[config.mk]
export PLATFORM = sky130hd
export DESIGN_NAME = mtrap_unit
export DESIGN_NICKNAME = d
export VERILOG_FILES = /design/src/rtl/mtrap_pkg.sv /design/src/rtl/mtrap_csr_alu.sv /design/src/rtl/mtrap_counters.sv /design/src/rtl/mtrap_irq_pick.sv /design/src/rtl/mtrap_unit.sv
export SDC_FILE = /design/constraint.sdc
export NUM_CORES = 1
export LEC_CHECK = 0
export BUFFER_PORTS_ARGS = -buffer_cell sky130_fd_sc_hd__buf_2
export CAP_MARGIN = 20
export CORE_MARGIN = 4
export CORE_UTILIZATION = 53
export CTS_BUF_LIST = sky130_fd_sc_hd__clkbuf_4
export DETAILED_ROUTE_END_ITERATION = 8
export GPL_TIMING_DRIVEN = 0
export PLACE_DENSITY = 0.88
export RECOVER_POWER = 25
export SLEW_MARGIN = 20
export SYNTH_ARGS = -nofsm -noshare
export SYNTH_HDL_FRONTEND = slang
export SYNTH_SLANG_ARGS = --single-unit
[constraint.sdc]
create_clock -name clk_i -period 2.9 [get_ports clk_i]
set_input_delay 0.435 -clock clk_i [delete_from_list [all_inputs] [get_ports clk_i]]
set_output_delay 0.435 -clock clk_i [all_outputs]
set_load 0.02 [all_outputs]
[src/rtl/mtrap_pkg.sv]
package mtrap_pkg;

   typedef enum logic [1:0] {
      CSR_RD  = 2'd0,
      CSR_WR  = 2'd1,
      CSR_SET = 2'd2,
      CSR_CLR = 2'd3
   } csr_op_e;

   typedef enum logic [2:0] {
      EX_ILLEGAL   = 3'd0,
      EX_FETCH_MIS = 3'd1,
      EX_LOAD_MIS  = 3'd2,
      EX_STORE_MIS = 3'd3,
      EX_BREAK     = 3'd4,
      EX_ECALL     = 3'd5
   } exc_kind_e;

   localparam logic [11:0] A_STATUS = 12'h300;
   localparam logic [11:0] A_ENABLE = 12'h304;
   localparam logic [11:0] A_VECTOR = 12'h305;
   localparam logic [11:0] A_RETPC  = 12'h341;
   localparam logic [11:0] A_CAUSE  = 12'h342;
   localparam logic [11:0] A_PEND   = 12'h344;
   localparam logic [11:0] A_CYCLE  = 12'hB00;
   localparam logic [11:0] A_TIMER  = 12'h7C0;
   localparam logic [11:0] A_TCMP   = 12'h7C1;

   localparam int BIT_GIE    = 3;
   localparam int BIT_PGIE   = 7;
   localparam int BIT_TMR    = 7;
   localparam int BIT_EXT    = 11;
   localparam int LOC_BASE   = 16;
   localparam int LOC_MAX    = 16;
   localparam logic [31:0] MODE_BITS = 32'h0000_1800;

   // cause code for a synchronous exception kind
   function automatic logic [4:0] kind_to_cause(input logic [2:0] kind);
      case (kind)
         EX_FETCH_MIS: return 5'd0;
         EX_LOAD_MIS:  return 5'd4;
         EX_STORE_MIS: return 5'd6;
         EX_BREAK:     return 5'd3;
         EX_ECALL:     return 5'd11;
         default:      return 5'd2;
      endcase
   endfunction

endpackage

[src/rtl/mtrap_csr_alu.sv]
module mtrap_csr_alu
   import mtrap_pkg::*;
#(
   parameter int W = 32
) (
   input  logic [1:0]   op_i,
   input  logic [W-1:0] old_i,
   input  logic [W-1:0] arg_i,
   output logic [W-1:0] new_o
);
   always_comb begin
      case (op_i)
         CSR_WR:  new_o = arg_i;
         CSR_SET: new_o = old_i | arg_i;
         CSR_CLR: new_o = old_i & ~arg_i;
         default: new_o = old_i;
      endcase
   end
endmodule

[src/rtl/mtrap_counters.sv]
module mtrap_counters
   import mtrap_pkg::*;
#(
   parameter int W        = 32,
   parameter int PRESCALE = 1
) (
   input  logic         clk_i,
   input  logic         rst_ni,
   input  logic         wr_cyc_i,
   input  logic         wr_time_i,
   input  logic         wr_cmp_i,
   input  logic [W-1:0] wdata_i,
   output logic [W-1:0] cycle_o,
   output logic [W-1:0] time_o,
   output logic [W-1:0] cmp_o,
   output logic         tmr_pend_o
);
   logic         tick;
   logic [W-1:0] cyc_q, tim_q, cmp_q;

   generate
      if (PRESCALE < 1) begin : g_bad_prescale
         $error("mtrap_counters: PRESCALE must be at least 1");
      end
      if (PRESCALE == 1) begin : g_tick_every
         assign tick = 1'b1;
      end else begin : g_tick_div
         localparam int CW = $clog2(PRESCALE);
         localparam logic [CW-1:0] LAST = CW'(PRESCALE - 1);
         logic [CW-1:0] div_q;
         always_ff @(posedge clk_i or negedge rst_ni) begin
            if (!rst_ni)           div_q <= '0;
            else if (div_q == LAST) div_q <= '0;
            else                   div_q <= div_q + 1'b1;
         end
         assign tick = (div_q == LAST);
      end
   endgenerate

   always_ff @(posedge clk_i or negedge rst_ni) begin
      if (!rst_ni) begin
         cyc_q <= '0;
         tim_q <= '0;
         cmp_q <= '1;
      end else begin
         cyc_q <= wr_cyc_i ? wdata_i : cyc_q + 1'b1;
         if (wr_time_i)  tim_q <= wdata_i;
         else if (tick)  tim_q <= tim_q + 1'b1;
         if (wr_cmp_i)   cmp_q <= wdata_i;
      end
   end

   assign cycle_o    = cyc_q;
   assign time_o     = tim_q;
   assign cmp_o      = cmp_q;
   assign tmr_pend_o = (tim_q >= cmp_q);
endmodule

[src/rtl/mtrap_irq_pick.sv]
module mtrap_irq_pick
   import mtrap_pkg::*;
#(
   parameter int NLOC = 8
) (
   input  logic            glb_en_i,
   input  logic [NLOC-1:0] loc_pend_i,
   input  logic [NLOC-1:0] loc_en_i,
   input  logic            tmr_pend_i,
   input  logic            tmr_en_i,
   input  logic            ext_pend_i,
   input  logic            ext_en_i,
   output logic            take_o,
   output logic [4:0]      code_o
);
   logic [NLOC-1:0] live;
   logic            any;

   assign live = loc_pend_i & loc_en_i;

   // later assignments override earlier ones: lowest priority first
   always_comb begin
      any    = 1'b0;
      code_o = '0;
      if (ext_pend_i && ext_en_i) begin
         any    = 1'b1;
         code_o = 5'(BIT_EXT);
      end
      if (tmr_pend_i && tmr_en_i) begin
         any    = 1'b1;
         code_o = 5'(BIT_TMR);
      end
      for (int i = NLOC - 1; i >= 0; i--) begin
         if (live[i]) begin
            any    = 1'b1;
            code_o = 5'(LOC_BASE + i);
         end
      end
   end

   assign take_o = any && glb_en_i;
endmodule

[src/rtl/mtrap_unit.sv]
module mtrap_unit
   import mtrap_pkg::*;
#(
   parameter int          LOCAL_IRQS     = 8,
   parameter int          TIMER_PRESCALE = 1,
   parameter logic [31:0] RESET_TVEC     = 32'h0000_0000
) (
   input  logic                  clk_i,
   input  logic                  rst_ni,
   input  logic                  csr_req_i,
   input  logic [1:0]            csr_op_i,
   input  logic [11:0]           csr_addr_i,
   input  logic [31:0]           csr_wdata_i,
   output logic [31:0]           csr_rdata_o,
   input  logic [31:0]           cur_pc_i,
   input  logic [31:0]           next_pc_i,
   input  logic                  exc_valid_i,
   input  logic [2:0]            exc_kind_i,
   input  logic                  mret_i,
   input  logic                  ext_irq_i,
   input  logic [LOCAL_IRQS-1:0] lirq_i,
   output logic                  redirect_o,
   output logic [31:0]           redirect_pc_o,
   output logic                  trap_o
);
   localparam int XW      = 32;
   localparam int LOC_TOP = LOC_BASE + LOCAL_IRQS - 1;

   generate
      if (LOCAL_IRQS < 1 || LOCAL_IRQS > LOC_MAX) begin : g_bad_lirq
         $error("mtrap_unit: LOCAL_IRQS must lie in 1..16");
      end
   endgenerate

   // architectural state
   logic                  gie_q, pgie_q;
   logic                  en_tmr_q, en_ext_q;
   logic [LOCAL_IRQS-1:0] en_loc_q;
   logic [XW-1:0]         vec_q, cause_q;
   logic [XW-1:3-1]       retpc_q;
   logic [XW-1:0]         retpc_full;

   logic [XW-1:0] cyc_v, tim_v, cmp_v;
   logic          tmr_pend;

   // CSR access path
   logic [XW-1:0] rd_val, wr_val;
   logic          hit, csr_go;
   logic          wr_cyc, wr_tim, wr_cmp;

   // trap decision
   logic          irq_take;
   logic [4:0]    irq_code;
   logic          ill_csr, sync_trap, irq_go, trap_go, ret_go;
   logic [XW-1:0] trap_cause, trap_pc;

   assign retpc_full = {retpc_q, 2'b00};

   always_comb begin
      rd_val = '0;
      hit    = 1'b1;
      case (csr_addr_i)
         A_STATUS: begin
            rd_val           = MODE_BITS;
            rd_val[BIT_GIE]  = gie_q;
            rd_val[BIT_PGIE] = pgie_q;
         end
         A_ENABLE: begin
            rd_val[BIT_TMR]          = en_tmr_q;
            rd_val[BIT_EXT]          = en_ext_q;
            rd_val[LOC_TOP:LOC_BASE] = en_loc_q;
         end
         A_PEND: begin
            rd_val[BIT_TMR]          = tmr_pend;
            rd_val[BIT_EXT]          = ext_irq_i;
            rd_val[LOC_TOP:LOC_BASE] = lirq_i;
         end
         A_VECTOR: rd_val = vec_q;
         A_RETPC:  rd_val = retpc_full;
         A_CAUSE:  rd_val = cause_q;
         A_CYCLE:  rd_val = cyc_v;
         A_TIMER:  rd_val = tim_v;
         A_TCMP:   rd_val = cmp_v;
         default:  hit = 1'b0;
      endcase
   end

   mtrap_csr_alu #(.W(XW)) alu_i (
      .op_i  (csr_op_i),
      .old_i (rd_val),
      .arg_i (csr_wdata_i),
      .new_o (wr_val)
   );

   assign csr_go = csr_req_i && hit && !exc_valid_i && !mret_i && (csr_op_i != CSR_RD);
   assign wr_cyc = csr_go && (csr_addr_i == A_CYCLE);
   assign wr_tim = csr_go && (csr_addr_i == A_TIMER);
   assign wr_cmp = csr_go && (csr_addr_i == A_TCMP);

   mtrap_counters #(.W(XW), .PRESCALE(TIMER_PRESCALE)) cnt_i (
      .clk_i      (clk_i),
      .rst_ni     (rst_ni),
      .wr_cyc_i   (wr_cyc),
      .wr_time_i  (wr_tim),
      .wr_cmp_i   (wr_cmp),
      .wdata_i    (wr_val),
      .cycle_o    (cyc_v),
      .time_o     (tim_v),
      .cmp_o      (cmp_v),
      .tmr_pend_o (tmr_pend)
   );

   mtrap_irq_pick #(.NLOC(LOCAL_IRQS)) pick_i (
      .glb_en_i   (gie_q),
      .loc_pend_i (lirq_i),
      .loc_en_i   (en_loc_q),
      .tmr_pend_i (tmr_pend),
      .tmr_en_i   (en_tmr_q),
      .ext_pend_i (ext_irq_i),
      .ext_en_i   (en_ext_q),
      .take_o     (irq_take),
      .code_o     (irq_code)
   );

   assign ill_csr    = csr_req_i && !hit && !exc_valid_i;
   assign sync_trap  = exc_valid_i || ill_csr;
   assign irq_go     = irq_take && !sync_trap && !mret_i && !csr_req_i;
   assign trap_go    = sync_trap || irq_go;
   assign ret_go     = mret_i && !sync_trap;
   assign trap_cause = irq_go ? {1'b1, 26'd0, irq_code}
                              : {27'd0, exc_valid_i ? kind_to_cause(exc_kind_i) : 5'd2};
   assign trap_pc    = irq_go ? next_pc_i : cur_pc_i;

   always_ff @(posedge clk_i or negedge rst_ni) begin
      if (!rst_ni) begin
         gie_q         <= 1'b0;
         pgie_q        <= 1'b0;
         en_tmr_q      <= 1'b0;
         en_ext_q      <= 1'b0;
         en_loc_q      <= '0;
         vec_q         <= RESET_TVEC;
         retpc_q       <= '0;
         cause_q       <= '0;
         redirect_o    <= 1'b0;
         redirect_pc_o <= '0;
         trap_o        <= 1'b0;
      end else if (trap_go) begin
         retpc_q       <= trap_pc[XW-1:2];
         cause_q       <= trap_cause;
         pgie_q        <= gie_q;
         gie_q         <= 1'b0;
         redirect_o    <= 1'b1;
         redirect_pc_o <= {vec_q[XW-1:2], 2'b00};
         trap_o        <= 1'b1;
      end else if (ret_go) begin
         gie_q         <= pgie_q;
         pgie_q        <= 1'b1;
         redirect_o    <= 1'b1;
         redirect_pc_o <= retpc_full;
         trap_o        <= 1'b0;
      end else begin
         redirect_o <= 1'b0;
         trap_o     <= 1'b0;
         if (csr_go) begin
            case (csr_addr_i)
               A_STATUS: begin
                  gie_q  <= wr_val[BIT_GIE];
                  pgie_q <= wr_val[BIT_PGIE];
               end
               A_ENABLE: begin
                  en_tmr_q <= wr_val[BIT_TMR];
                  en_ext_q <= wr_val[BIT_EXT];
                  en_loc_q <= wr_val[LOC_TOP:LOC_BASE];
               end
               A_VECTOR: vec_q   <= wr_val;
               A_RETPC:  retpc_q <= wr_val[XW-1:2];
               A_CAUSE:  cause_q <= wr_val;
               default:  ;
            endcase
         end
      end
   end

   always_ff @(posedge clk_i or negedge rst_ni) begin
      if (!rst_ni)        csr_rdata_o <= '0;
      else if (csr_req_i) csr_rdata_o <= hit ? rd_val : '0;
   end
endmodule

Word level (Yosys, flattened, before mapping)
Index checks and enable logic that the tools add are counted.
{"block": "op_classes", "addsub": 2, "magnitude_cmp": 1, "eq_ne": 18, "mux": 57, "bitwise": 6, "reduce_logical": 36}
{"cell": "32-bit two-way mux", "n": 11}
{"cell": "30-bit two-way mux", "n": 4}
{"cell": "32-bit case mux with 3 select lines", "n": 1}
{"cell": "12-bit by 10-bit equality test with 1-bit output, second input constant", "n": 6}
{"cell": "32-bit by 1-bit adder with 32-bit output, second input constant", "n": 2}
{"cell": "8-bit case mux with 8 select lines", "n": 1}
{"cell": "7-bit case mux with 7 select lines", "n": 1}
{"cell": "8-bit case mux with 6 select lines", "n": 1}
{"cell": "5-bit two-way mux", "n": 9}
{"cell": "32-bit AND", "n": 1}
{"cell": "32-bit greater-or-equal comparator", "n": 1}
{"cell": "32-bit inverter", "n": 1}
{"cell": "32-bit bitwise OR", "n": 1}
{"cell": "4-bit case mux with 7 select lines", "n": 1}
{"cell": "12-bit by 11-bit equality test with 1-bit output, second input constant", "n": 2}
{"cell": "1-bit two-way mux", "n": 22}
{"cell": "4-bit case mux with 5 select lines", "n": 1}
{"cell": "1-bit case mux with 9 select lines", "n": 2}
{"cell": "3-bit case mux with 6 select lines", "n": 1}
{"cell": "1-bit logical AND", "n": 16}
{"cell": "12-bit equality test, second input constant", "n": 1}
{"cell": "2-bit nonzero test", "n": 5}
{"cell": "9-bit OR reduction", "n": 1}
{"cell": "8-bit AND", "n": 1}
{"cell": "14 further kinds", "n": 27}
{"block": "word_totals", "regBits": 268, "in_bits": 127, "word_cells": 135}

Depth between registers and ports, before layout
Gate-level depths: netlist (run 1).
{"block": "logic_depth", "word_depth": 18, "depth_mapped": 12, "depth_no_buf": 10}

Hierarchy
From an unflattened synthesis (run 1), not the netlist that was laid out.
{"block": "unflattened", "cells_unflattened": 1814, "hier_area_um2": 16105.4}
{"module": "mtrap_unit", "instances": 1, "cells_each": 1046, "area_each_um2": 9475.3}
{"module": "mtrap_counters", "instances": 1, "cells_each": 602, "area_each_um2": 5512.8}
{"module": "mtrap_csr_alu", "instances": 1, "cells_each": 142, "area_each_um2": 928.4}
{"module": "mtrap_irq_pick", "instances": 1, "cells_each": 24, "area_each_um2": 188.9}

Worst setup path before layout (run 1)
Ideal clock, no wire load.
{"block": "synth_timing", "path_type": "flip-flop to flip-flop", "from": "register cnt_i.cmp_q[15], in the netlist cnt_i.cmp_o[15]", "to": "register retpc_q[7] in the netlist's numbering", "setup_time_ns": 0.146, "arrival_time_ns": 2.742, "slack_ns": 0.012, "path_stages_with_launch": 13, "n_path_buf": 2, "path_cell_list": "dfstp_2 > inv_1 > ha_1 > nand2_1 > nor4_1 > or4b_1 > a31oi_1 > a211oi_1 > o211a_2 > buf_6 > buf_6 > a222oi_1 > o21ai_1"}
{"block": "synth_between", "elab_chain_len": 18}
{"item": "start, declared", "line_no": "mtrap_counters.sv:19", "text": "logic [W-1:0] cyc_q, tim_q, cmp_q;"}
{"item": "start signal, assigned", "line_no": "mtrap_counters.sv:49", "text": "if (wr_cmp_i) cmp_q <= wdata_i;"}
{"item": "32-bit greater-or-equal comparator *", "line_no": "mtrap_counters.sv:56", "text": "assign tmr_pend_o = (tim_q >= cmp_q);"}
{"item": "1-bit logical AND", "line_no": "mtrap_irq_pick.sv:29", "text": "if (tmr_pend_i && tmr_en_i) begin"}
{"item": "1-bit two-way mux", "line_no": "mtrap_irq_pick.sv:29"}
{"item": "1-bit two-way mux (8 in a row)", "line_no": "mtrap_irq_pick.sv:34", "text": "if (live[i]) begin"}
{"item": "1-bit logical AND", "line_no": "mtrap_irq_pick.sv:41", "text": "assign take_o = any && glb_en_i;"}
{"item": "1-bit logical AND (3 in a row)", "line_no": "mtrap_unit.sv:127", "text": "assign irq_go = irq_take && !sync_trap && !mret_i && !csr_req_i;"}
{"item": "1-bit logical OR", "line_no": "mtrap_unit.sv:128", "text": "assign trap_go = sync_trap || irq_go;"}
{"item": "2-bit != test (no source line) / 2-bit nonzero test (equally long branches)"}
{"item": "3-bit AND reduction (no source line)"}
{"item": "end signal, assigned", "line_no": "mtrap_unit.sv:148", "text": "retpc_q <= trap_pc[XW-1:2];"}
{"item": "end signal, assigned", "line_no": "mtrap_unit.sv:176", "text": "A_RETPC: retpc_q <= wr_val[XW-1:2];"}
{"item": "end, declared", "line_no": "mtrap_unit.sv:40", "text": "logic [XW-1:3-1] retpc_q;"}
Every way passes the cells marked *; elsewhere a longest branch is shown, timed or not. The select of a mux whose other input is x is not followed.
A chain may end at the register's enable or synchronous reset.

Worst setup path after layout (run 1)
{"block": "layout_timing", "from": "register cnt_i.cmp_q[8], in the netlist cnt_i.cmp_o[8]", "to": "register retpc_q[7] in the netlist's numbering"}
Same word-level chain as after synthesis.

==> reports/qor.yml, run 1 <==
critical_path.top_delay_family: "simple AND/OR/NAND/NOR gates"
ys.flop_type: "dfrtp_1"
start_util_pct: 53.72
remaining_drc_errors: 3
hold_ws_ns: 0.03205
synthArstFlopShare_pct: 100.0
critPathMaxFanout: 5
drtAntennaViolNets: 0
synth-edff-count: 0
final-setup-viol-count: 108
grt_pass1_wl_mm: 96.61
fin_nets: 2176
area_growth_pct: 29.64
cts_sinks: 266
drive_above_1_share_pct: 28.36
worst_slew_pin_slew_ns: 1.867
place_congestion: 1.086
dp_hpwl_mm: 45.15
critical_path_class: "reg -> reg"
via_count: 16820
maxCapViolCount: 1
synth_area_leaders: "dfrtp_1 39%, nand2_1 7.0%, o21ai_0 5.7%, dfstp_2 5.6%, a22oi_1 5.0%"
p_leak_uw: 0.008512
critPathArrivalTime_ns: 3.88
endpoint_kind: "flip-flop"
violations: "DRC, capacitance limit, slew limit, setup timing"
max_freq_ghz: 0.3009
synth_area_leader_cell: "dfrtp_1"
peakVddDrop_v: 0.0004857
critPathBufInv: 3
die_y_um: 175.8
die_area_um2: 30910
netlist_area_um2: 14920
hp-class: "in -> reg"
grt-ovfl-total: 0
cts_buffer_depth: 3
drtIter0Drc: 2653
busiest_layer: "met2"
grt_pass1_vias: 16300
grt_util_met3_pct: 12.01
grtUsageMet2_pct: 60.32
synthDominantCellAreaShare_pct: 39.24
grt_max_degree: 101
wl_mm: 67.71
slew_headroom_pct: -24.45
power.density_nw_per_um2: 457.0
cp_data_required_time_ns: 3.45
wl_per_cell_um: 27.67
maxSlewViolCount: 70
path_clk_slew_ns: 0.08
tns_ns: -30.47
slowest_stage: "or4b_4"
max_stage_delay_ns: 0.56
hold_viol: 0
ys_warn_count: 0
cts_root_buffer: "clkbuf_4"
post-route-period-util_pct: 114.6
netlist_top_cells_count: "277 x nand2_1, 234 x dfrtp_1, 169 x o21ai_0, 141 x nor2_1, 99 x a22oi_1"
numPortBuffers: 182
ys_ff_latch: 266
path_cells: "inv_1 -> ha_4 -> nand2_4 -> nor4_4 -> or4b_4 -> a31oi_4 -> a211oi_4 -> o211a_4 -> buf_12 -> buf_12 -> a222oi_1 -> o21ai_1"
worst_slack_ns: -0.4232
critPathMostFrequentCell: "buf_12"
ys_seq_area_share_pct: 44.87
met1_usage_pct: 53.29
cts_tree: "done"
core_um2: 27780
antenna_found_initial: 4
status: "complete, but fails checks"
chipWidth_um: 175.8
cts_max_level: 3
drt_first_pass_iters: 9
power_uw: 8842
placed_area_um2: 16420
num_rows: 61
avgSynthCellArea_um2: 8.909
io_pins: 193
grt_usage_pct: 41.17
cts_made_buffers: 73
clk_latency_ns: 0.73
utilization_pct: 69.64
ys_types: 76
fin_crit_ns: 3.323
fin_area_um2: 19350
synth.most_common_cell: "nand2_1"
postSynthCellCount: 1675
routed_via_density: 6.872
cp-start-kind: "flip-flop"
skew_ns: 0.05734
rsz0062_at_grt: "true"
## logic make-up after synthesis
kind of cell / count (synthesis) / share of synthesized area (%)
simple gates: 611 / 18.99
fa+ha+maj: 37 / 3.102
other cells: 1 / 0.02513
flops: 266 / 44.87
xor+xnor: 60 / 3.521
mux: 15 / 1.014
compound gates: 517 / 23.69
buf+inv: 168 / 4.779
## power breakdown
group,total [µW],switching [µW],internal [µW],leakage (µW)
sequential,3970,142,3830,0.00341
clock,3640,1720,1920,0.000576
combinational,1230,774,459,0.00453
total,8840,2630,6210,0.00851
## layout make-up
cell class,count,area (µm²)
diodes,3,7.507
plain buffers,112,680.7
clock buffers,111,833.3
clock inverters,18,123.9
fillers,2130,8436
inverters,53,198.9
multi-input cells,1242,8539
flip-flops and latches,266,6698
well taps,378,473.0
repair buffers,264,1792
## registers in the layout, indices dropped and copies added (netlist names)
| register | count |
|---|---|
| redirect_pc_o | 30 |
| en_loc_q | 8 |
| en_tmr_q | 1 |
| en_ext_q | 1 |
| cnt_i.cycle_o | 32 |
| gie_q | 1 |
| pgie_q | 1 |
| vec_q | 32 |
| cause_q | 32 |
| csr_rdata_o | 32 |
| cnt_i.time_o | 32 |
| redirect_o | 1 |
| trap_o | 1 |
| cnt_i.cmp_o | 32 |
| retpc_q | 30 |
## timing repair
| item | in CTS | in global routing |
|---|---|---|
| pin swaps | 25 | 38 |
| setup endpoints to repair | 160 | 167 |
| gates resized for setup | 153 | 135 |
| buffers inserted | 17 | 23 |
| cloned | 2 | 4 |
| hold buffers | 33 | 0 |
| hold endpoints to repair | 85 | 0 |
## metrics by stage
stage	setup WS, ns	instances
2_1_floorplan	0.01213	1676
3_3_place_gp	-3.341	2236
3_5_place_dp	-1.146	2240
4_1_cts	-0.2593	2420
5_1_grt	-0.4647	2447
6_report	-0.4232	2447
## layout by cell type, fill, tap and decap left out, types with 30 or more instances in the layout
| cell | synthesis | layout |
|---|---|---|
| dfrtp_1 | 234 | 233 |
| nor2_1 | 141 | 139 |
| a221o_1 | 30 | 30 |
| o21ai_1 | 8 | 36 |
| dfstp_2 | 32 | 32 |
| a32oi_1 | 30 | 30 |
| nor2b_1 | 32 | 32 |
| dlygate4sd3_1 | 0 | 33 |
| xnor2_1 | 38 | 38 |
| clkbuf_1 | 78 | 62 |
| clkbuf_4 | 0 | 115 |
| nand3_1 | 51 | 50 |
| buf_2 | 27 | 205 |
| o21ai_0 | 169 | 128 |
| a21oi_1 | 67 | 56 |
| a22oi_1 | 99 | 69 |
| inv_1 | 52 | 44 |
| nand2_1 | 277 | 273 |
| a22oi_2 | 0 | 30 |
## metal layers
metal  vias up  part of all wire, %
met5         -                0.019
met4         2                  8.1
met3       460                   15
met2      1648                   42
met1      7895                   34
li1       6812                    -
## final timing paths
kind,endpoint,startpoint,cells after the start,slack [ns]
min in group asynchronous,retpc_q[30],rst_ni,2,0.75
worst min-delay path,retpc_q[16],cur_pc_i[16],4,0.03
worst min register to register,cause_q[12],cause_q[12],1,0.49
max in group asynchronous,cnt_i.time_o[12],rst_ni,3,0.39
worst max register to register,retpc_q[7],cnt_i.cmp_o[8],12,-0.42
worst max-delay path,retpc_q[7],cnt_i.cmp_o[8],12,-0.42
## worst min-delay path, delay by kind of cell
kind / cells / cell delay [ns]
AO/OA/AOI/OAI: 2 / 0.17
buffers and inverters: 1 / 0.07
AND/OR/NAND/NOR: 1 / 0.04
(Power assumes the default switching activity.)
==> run 2: changes to the inputs <==
Settings changed: SETUP_SLACK_MARGIN set to 0.3.
==> run 2 against run 1 <==
The run ends with capacitance limit, slew limit, setup timing left. Power increased by 2.4%. Final cell count increased by 1.3%. Critical endpoint is now cause_q[0]. Non-clock buffer count increased by 22. Clock power increased by 5%. Sequential power about the same. Critical path type unchanged. Global-route usage increased by 1.4 points. Clock skew increased by 0.017 ns.
==> reports/qor.yml, run 2 (same netlist as run 1, synthesis figures left out) <==
maxSlewViolCount: 72
tns_ns: -23.05
utilization_pct: 71.35
drt_first_pass_iters: 8
skew_ns: 0.07406
hp-class: "in -> reg"
start_util_pct: 53.72
wl_per_cell_um: 27.81
remaining_drc_errors: 0
num_rows: 61
power.density_nw_per_um2: 456.8
area_growth_pct: 32.83
slowest_stage: "or4b_4"
peakVddDrop_v: 0.0003016
drtIter0Drc: 2383
fin_crit_ns: 3.273
critPathArrivalTime_ns: 3.89
comb_power_share_pct: 13.9
slew_headroom_pct: -26.02
endpoint_kind: "flip-flop"
hold_viol: 0
cts_max_level: 3
dp_hpwl_mm: 45.50
grt_max_degree: 101
path_clk_slew_ns: 0.07
wl_mm: 68.97
rsz0062_at_grt: "true"
io_pins: 193
clkPwrFrac_pct: 42.2
clk_latency_ns: 0.75
grt_pass1_wl_mm: 98.73
switching_share_pct: 30.36
max_freq_ghz: 0.3055
die_y_um: 175.8
place_congestion: 1.025
internal-power_uw: 6306
chipWidth_um: 175.8
cts_made_buffers: 76
cts_buffer_depth: 3
die_area_um2: 30910
cts_tree: "done"
hold_ws_ns: 0.001963
routed_via_density: 6.758
grt_usage_pct: 42.55
cp-start-kind: "flip-flop"
final_common_cell: "nand2_1"
path_cells: "inv_1 -> ha_4 -> nand2_4 -> nor4_4 -> or4b_4 -> buf_4 -> a31oi_4 -> o21ai_1 -> nand4_1 -> a32oi_1 -> a222oi_1"
drive_above_1_share_pct: 30.65
status: "complete, but fails checks"
layout_common_cells: "271 x nand2_1, 229 x dfrtp_1, 196 x buf_2, 138 x nor2_1, 128 x o21ai_0"
max_stage_delay_ns: 0.56
maxCapViolCount: 1
cts_root_buffer: "clkbuf_4"
critPathMaxFanout: 3
numPortBuffers: 182
drtAntennaViolNets: 0
critical_path_class: "reg -> reg"
cp_data_required_time_ns: 3.51
post-route-period-util_pct: 112.9
p_leak_uw: 0.008778
grt_pass1_vias: 16310
worst_slew_pin_slew_ns: 1.890
fin_nets: 2201
p_switching_uw: 2749
grt-ovfl-total: 0
final-setup-viol-count: 99
fillCellCount: 2068
via_count: 16760
worst_slack_ns: -0.3732
violations: "capacitance limit, slew limit, setup timing"
antenna_found_initial: 2
cts_sinks: 266
core_um2: 27780
seqPwrFrac_pct: 44.0
==> run 2: area by class of cell <==
cell class,instances,area (µm²),share of cell area [%]
antenna,1,2.502,0.01262
buffer,115,774.5,3.907
clock buffer,115,863.3,4.355
clock inverter,27,171.4,0.8647
inverter,53,198.9,1.004
multi-input combinational,1242,8658,43.68
sequential,266,6703,33.81
tap,378,473.0,2.386
timing repair buffer,283,1978,9.979
==> run 2: metal layers <==
layer	wire (µm)	GRT usage [%]	part of all wire [%]	vias to the layer above
li1	-	-	-	6878
met1	24860	54.13	36	7937
met2	29500	63.01	43	1532
met3	9750	14.01	14	411
met4	4846	26.19	7.0	2
met5	13	0	0.019	-
==> run 2: through the flow <==
step                cells  setup slack (ns)  power [µW]  instance area (µm²)
floorplan            1676            0.1044        4530                15200
detailed placement   2238            -1.139        5040                16700
global placement     2236            -3.417        5003                16580
CTS                  2460           -0.3575        8885                19220
finish               2480           -0.3732        9055                19820
global route         2480           -0.4022        9313                19820
==> run 2: final timing paths <==
check,slack (ns),startpoint,end,cells after the start
worst max-delay path,-0.37,cnt_i.cmp_o[11],cause_q[0],11
worst min-delay path,0.002,next_pc_i[7],retpc_q[7],3
worst max register to register,-0.37,cnt_i.cmp_o[11],cause_q[0],11
worst min register to register,0.49,vec_q[0],vec_q[0],2
max in group asynchronous,0.30,rst_ni,cnt_i.time_o[13],3
min in group asynchronous,0.75,rst_ni,redirect_pc_o[27],2
==> run 2: repair_timing <==
| action | 4_1_cts | 5_1_grt |
|---|---|---|
| setup buffers | 40 | 19 |
| setup endpoints to repair | 235 | 200 |
| pin swaps | 44 | 48 |
| cloned | 7 | 0 |
| endpoints found under the hold margin | 92 | 0 |
| hold buffers | 33 | 0 |
| resized for setup | 151 | 102 |
==> run 2: power by group through the flow <==
stage / Combinational [µW] / Clock (µW) / Sequential (µW)
global route: 1320 / 4000 / 3990
finish: 1260 / 3820 / 3980
global placement: 969 / 0 / 4030
floorplan: 486 / 0 / 4040
detailed placement: 1000 / 0 / 4030
CTS: 1140 / 3770 / 3970
==> run 2: critical path, delay by kind of cell (launching register included) <==
kind / cells / cell delay [ns]
simple gates: 4 / 1.21
buf+inv: 2 / 0.23
compound gates: 4 / 0.94
fa+ha+maj: 1 / 0.28
flops: 1 / 0.53
